### config.mk
export PLATFORM = sky130hd
export DESIGN_NAME = bidir_shift_reg
export DESIGN_NICKNAME = d
export VERILOG_FILES = /design/src/rtl/bsr_pkg.sv /design/src/rtl/bsr_cell_next.sv /design/src/rtl/bsr_state.sv /design/src/rtl/bidir_shift_reg.sv
export SDC_FILE = /design/constraint.sdc
export NUM_CORES = 1
export LEC_CHECK = 0
export ABC_CLOCK_PERIOD_IN_PS = 1150
export BUFFER_PORTS_ARGS = -buffer_cell sky130_fd_sc_hd__buf_2
export CAP_MARGIN = 20
export CELL_PAD_IN_SITES_DETAIL_PLACEMENT = 0
export CELL_PAD_IN_SITES_GLOBAL_PLACEMENT = 1
export CORE_AREA = 2 2 39 41
export DETAILED_ROUTE_END_ITERATION = 8
export DIE_AREA = 0 0 41 43
export PLACE_DENSITY = 0.52
export SLEW_MARGIN = 20
export SYNTH_ARGS = -nofsm -noshare
export SYNTH_HDL_FRONTEND = slang
export SYNTH_SLANG_ARGS = --single-unit
### constraint.sdc
create_clock -name clk -period 1.15 [get_ports clk]
set_input_delay 0.115 -clock clk [delete_from_list [all_inputs] [get_ports clk]]
set_output_delay 0.115 -clock clk [all_outputs]
set_load 0.1 [all_outputs]
### src/rtl/bsr_pkg.sv
package bsr_pkg;

    typedef enum logic [1:0] {
        BSR_KEEP  = 2'b00,
        BSR_RIGHT = 2'b01,
        BSR_LEFT  = 2'b10,
        BSR_TAKE  = 2'b11
    } bsr_mode_e;

endpackage

### src/rtl/bsr_cell_next.sv
module bsr_cell_next
    import bsr_pkg::*;
(
    input  logic      clr,
    input  bsr_mode_e mode,
    input  logic      own_bit,
    input  logic      from_left,
    input  logic      from_right,
    input  logic      load_bit,
    output logic      next_bit
);

    logic pick;

    always_comb begin
        unique case (mode)
            BSR_KEEP:  pick = own_bit;
            BSR_RIGHT: pick = from_left;
            BSR_LEFT:  pick = from_right;
            BSR_TAKE:  pick = load_bit;
            default:   pick = own_bit;
        endcase
        next_bit = pick & ~clr;
    end

endmodule

### src/rtl/bsr_state.sv
module bsr_state #(
    parameter int WIDTH = 4
) (
    input  logic             clk,
    input  logic [WIDTH-1:0] cells_in,
    output logic [WIDTH-1:0] cells_out
);

    typedef struct packed {
        logic [WIDTH-1:0] cells;
    } state_t;

    state_t st_d;
    state_t st_q;

    always_comb begin
        st_d       = st_q;
        st_d.cells = cells_in;
    end

    always_ff @(posedge clk) begin
        st_q <= st_d;
    end

    assign cells_out = st_q.cells;

endmodule

### src/rtl/bidir_shift_reg.sv
module bidir_shift_reg
    import bsr_pkg::*;
#(
    parameter int WIDTH = 4
) (
    input  logic             clk,
    input  logic             clr,
    input  logic [1:0]       mode,
    input  logic             ser_left_in,
    input  logic             ser_right_in,
    input  logic [WIDTH-1:0] par_in,
    output logic [WIDTH-1:0] par_out,
    output logic             ser_left_out,
    output logic             ser_right_out
);

    localparam int MSB = WIDTH - 1;

    bsr_mode_e        mode_e;
    logic [WIDTH-1:0] cells_q;
    logic [WIDTH-1:0] cells_d;
    logic [WIDTH-1:0] nb_left;
    logic [WIDTH-1:0] nb_right;

    assign mode_e = bsr_mode_e'(mode);

    for (genvar i = 0; i < WIDTH; i++) begin : g_cell
        if (i == MSB) begin : g_left_end
            assign nb_left[i] = ser_left_in;
        end else begin : g_left_inner
            assign nb_left[i] = cells_q[i+1];
        end

        if (i == 0) begin : g_right_end
            assign nb_right[i] = ser_right_in;
        end else begin : g_right_inner
            assign nb_right[i] = cells_q[i-1];
        end

        bsr_cell_next u_next (
            .clr        (clr),
            .mode       (mode_e),
            .own_bit    (cells_q[i]),
            .from_left  (nb_left[i]),
            .from_right (nb_right[i]),
            .load_bit   (par_in[i]),
            .next_bit   (cells_d[i])
        );
    end

    bsr_state #(.WIDTH(WIDTH)) u_state (
        .clk       (clk),
        .cells_in  (cells_d),
        .cells_out (cells_q)
    );

    assign par_out       = cells_q;
    assign ser_left_out  = cells_q[MSB];
    assign ser_right_out = cells_q[0];

endmodule

### Word level (Yosys, flattened, before mapping)

Index checks and enable logic that the tools add are counted.

| cells by class | value |
|---|---|
| equal/unequal tests | 3 |
| mux-type cells | 4 |
| bitwise operators | 5 |
| reductions and logical operators | 1 |

Operators by type and width:

| operator | count |
|---|---|
| 1-bit one-hot mux with 4 select lines | 4 |
| 1-bit AND | 4 |
| 2-bit == test, second input constant | 2 |
| 2-bit by 1-bit == test with 1-bit output, second input constant | 1 |
| 2-bit logical NOT | 1 |
| 1-bit NOT | 1 |

| word-level totals | value |
|---|---|
| bits in registers | 4 |
| input port bits | 10 |
| output and inout port bits | 6 |
| word-level logic and storage cells | 14 |

### Longest topological paths before layout

| logic depth | value |
|---|---|
| depth after elaboration | 3 |
| depth in mapped cells | 2 |
| mapped depth without buffers | 2 |

### Hierarchy

Synthesis repeated with hierarchy kept, for this count alone.

| unflattened totals | value |
|---|---|
| cell total of the unflattened synthesis | 14 |
| area, all modules | 240.2 µm² |

By module, submodules not included:

| module | times used | cells an instance | area each (µm²) | seq. area each (µm²) |
|---|---|---|---|---|
| bsr_cell_next | 4 | 2 | 36.3 | 0.0 |
| bsr_state | 1 | 4 | 80.1 | 80.1 |
| bidir_shift_reg | 1 | 2 | 15.0 | 0.0 |

### Worst setup path after synthesis

OpenSTA, ideal clock, no wires.

| path | value |
|---|---|
| kind | register to register |
| from | reg u_state.st_q, in the netlist u_state.cells_out[0] |
| to | reg u_state.st_q, in the netlist u_state.cells_out[1] |
| library setup time | 65 ps |
| data arrival time | 1458 ps |
| slack | -373 ps |
| cell stages (with the launch flop) | 3 |
| buffers on the path | 0 |
| period minus slack after synthesis | 1523 ps |
| cell sequence | dfxtp_1 > mux4_2 > nor2b_1 |

| on the way | value |
|---|---|
| cells in the longest elaborated chain, start to end | 2 |

RTL lines:

| what | RTL line | text |
|---|---|---|
| start: declaration | bsr_state.sv:14 | `state_t st_q;` |
| start signal: assignment | bsr_state.sv:22 | `st_q <= st_d;` |
| 1-bit one-hot mux with 4 select lines | bsr_cell_next.sv:16 | `unique case (mode)` |
| 1-bit AND | bsr_cell_next.sv:23 | `next_bit = pick & ~clr;` |
| via g_cell[1].u_next.next_bit | bsr_cell_next.sv:10 | `output logic next_bit` |

The timed path passes the listed nets, and every way through them passes these cells.

### Worst setup path in the final report

| path | value |
|---|---|
| from | reg u_state.st_q, in the netlist u_state.cells_out[0] |
| to | reg u_state.st_q, in the netlist u_state.cells_out[0] |

| on the way | value |
|---|---|
| cells in the longest elaborated chain, start to end | 2 |

RTL lines:

| what | RTL line |
|---|---|
| 1-bit one-hot mux with 4 select lines | bsr_cell_next.sv:16 |
| 1-bit AND | bsr_cell_next.sv:23 |
| via g_cell[0].u_next.next_bit | bsr_cell_next.sv:10 |

The timed path passes the listed nets, and every way through them passes these cells.

==> impl_metrics.yaml <==
run_status:
  run_status: "completed"
detailed_routing:
  final_antenna_net_count: 0
  avgViaCountPerCell: 4.00
  dr.first_iter.drc_count: 3
  detail_route.wl_per_cell_um: 12.1
  route.vias.total: 192
  detail_route.drc_violations: 0
  drtPass1Iterations: 4
  drt_total_wl_um: 582
synthesis:
  synth_top_area_share_pct: 35.0
  seq_area_frac_synth_pct: 35.0
  ys_top_cells_by_area: "sky130_fd_sc_hd__dfxtp_1 35%, sky130_fd_sc_hd__mux4_2 30%, sky130_fd_sc_hd__buf_4 13%"
  synth_nets: 26
  number_of_library_cell_types_mapped_by_synthesis: 5
  synthesis.area_um2: 229
  count_of_warnings_emitted_by_yosys: 0
  synth.ff_latch_count: 4
  avgSynthCellArea_um2: 14.3
  synth_top_cell_by_area: "sky130_fd_sc_hd__dfxtp_1"
  postSynthCellCount: 16
flow_run:
  cap_viol_max_count: 0
final_layout:
  commonest_cells_after_routing_fill_and_taps_aside: "9 x sky130_fd_sc_hd__buf_2, 6 x sky130_fd_sc_hd__buf_12, 4 x sky130_fd_sc_hd__mux4_2, 4 x sky130_fd_sc_hd__nor2b_1, 3 x sky130_fd_sc_hd__clkbuf_4"
  largest_register_ff_count: 4
  num-fill-cells: 154
  layoutNonFillerInstCount: 48
  synthToLayoutAreaGrowth_pct: 85.8
  fin_nets: 44
  antenna_cells: 0
  final_common_cell: "sky130_fd_sc_hd__buf_2"
  post_route_cells_drive_above_1_share_pct: 81.3
sta:
  post-route-min-period_ns: 1.06
  rsz0062_at_grt: "no"
  final-hold-violation-count: 0
  max-slew-margin-rel_pct: 90.5
  max_freq_mhz: 948
  max_slew_vio_count: 0
  timing.final.crit_share_pct: 91.8
  final.setup.worst_slack_ns: 0.0948
  setup-tns-final_ns: 0
  worst_clock_skew_ns: 0.00212
  timing_worst_slew_pin_value_ns: 0.143
  setup_viol: 0
place:
  place.detailed.hpwl_um: 477
  io_buffer_count: 15
  pre_cts_slack_ns: 0.0998
  place.detailed.instances: 45
  last_weighted_congestion_value_of_the_routability_driven_placer: 0.717
clocking:
  number_of_buffers_inserted_by_hold_repair_at_cts: 0
  h-tree-depth: 1
  cts_setup_buffers: 0
  clk_transition_reported_paths_ns: 0.04
  cts_tree: "built"
  cts_repair_resize_count: 0
  cts_sinks: 4
  cts_root_buffer: "sky130_fd_sc_hd__clkbuf_4"
  source_to_sink_clock_delay_at_the_later_pin_of_the_worst_skew_pair_ns: 0.24
  numCtsBuffers: 3
  max_buffers_root_to_sink: 2
worst_setup_path:
  cp_data_required_time_ns: 1.28
  regToRegSetupSlack_ns: 0.09
  cp_data_arrival_time_ns: 1.18
  max_stage_delay_ns: 0.45
  crit_path_top_delay_cell: "sky130_fd_sc_hd__mux4_2"
  crit_path_cell_trace: "mux4_2, nor2b_1"
  critical_path.max_fanout: 4
  setup.worst_path.start_class: "flip-flop"
  timing_worst_setup_path_type: "reg -> reg"
  worst_setup_path_end_kind: "flip-flop"
power_and_ir_drop:
  vdd_ir_drop_max_uv: 387
  power.density_cell_area_nw_per_um2: 1310
  power.leakage_nw: 0.180
global_route:
  grt_max_degree: 5
  antenna_found_initial: 0
  first_global_vias: 195
  grt_first_pass_wirelength_um: 910
  total_routing_resource_utilization_after_global_routing_pct: 8.31
  grt_remaining_overflow: 0
die:
  core-area_um2: 1380
  floorplan.io_pins: 16
  die_height_um: 43
  floorplan.die_area_um2: 1760
  die_w_um: 41
  start_util_pct: 16.5
  std_cell_rows: 14
min_path:
  min-delay-path-class: "in -> reg"
Yosys cell counts:
cell                      number
sky130_fd_sc_hd__buf_4         4
sky130_fd_sc_hd__dfxtp_1       4
sky130_fd_sc_hd__nor2b_1       4
sky130_fd_sc_hd__mux4_2        3
sky130_fd_sc_hd__mux4_1        1
report_power, final:
part | internal (W) | switching [W]
Sequential | 0.000148 | 0.0000147
Combinational | 0.0000945 | 0.000125
Clock | 0.000117 | 0.0000598
cell type report:
| class | instances | area (um2) | area share, % |
|---|---|---|---|
| clock buffers | 3 | 22.5 | 5.29 |
| multi-input cells | 8 | 115 | 27.1 |
| flip-flops and latches | 4 | 87.6 | 20.6 |
| well taps | 16 | 20.0 | 4.71 |
| repair buffers | 17 | 180 | 42.4 |
cell families after synthesis:
group | Yosys count | share of synthesized area, %
multiplexers | 4 | 41.0
buffers and inverters | 4 | 13.1
flip-flops | 4 | 35.0
AND/OR/NAND/NOR | 4 | 10.9
path summary, 6_finish.rpt:
path                                             end  cells past startpoint                 start
worst max register to register  u_state.cells_out[0]                      2  u_state.cells_out[0]
worst min-delay path            u_state.cells_out[3]                      2                   clr
worst max-delay path            u_state.cells_out[0]                      2  u_state.cells_out[0]
worst min register to register  u_state.cells_out[3]                      2  u_state.cells_out[3]
critical path, delay by kind of cell, from the launching register on:
family	cells	cell delay (ns)
mux	1	0.45
flops	1	0.36
simple gates	1	0.14
through the flow:
step	hold slack, ns	total power, W	util [%]	instance area (um2)
after global placement	0.320	0.000383	29.1	403
after detailed placement	0.324	0.000387	29.1	403
after CTS	0.0707	0.000572	30.7	425
after floorplan	0.177	0.000302	-	233
final	0.0753	0.000559	30.7	425
after global routing	0.0750	0.000593	30.7	425
routing by layer:
metal | vias up | GRT usage, % | wire length (um)
li1 | 88 | - | -
met1 | 94 | 8.61 | 202
met2 | 8 | 11.6 | 342
met3 | 2 | 2.09 | 23
met4 | 0 | 10.0 | 14
met5 | - | 0 | 0
No activity file was read; power rests on OpenSTA's default activity.
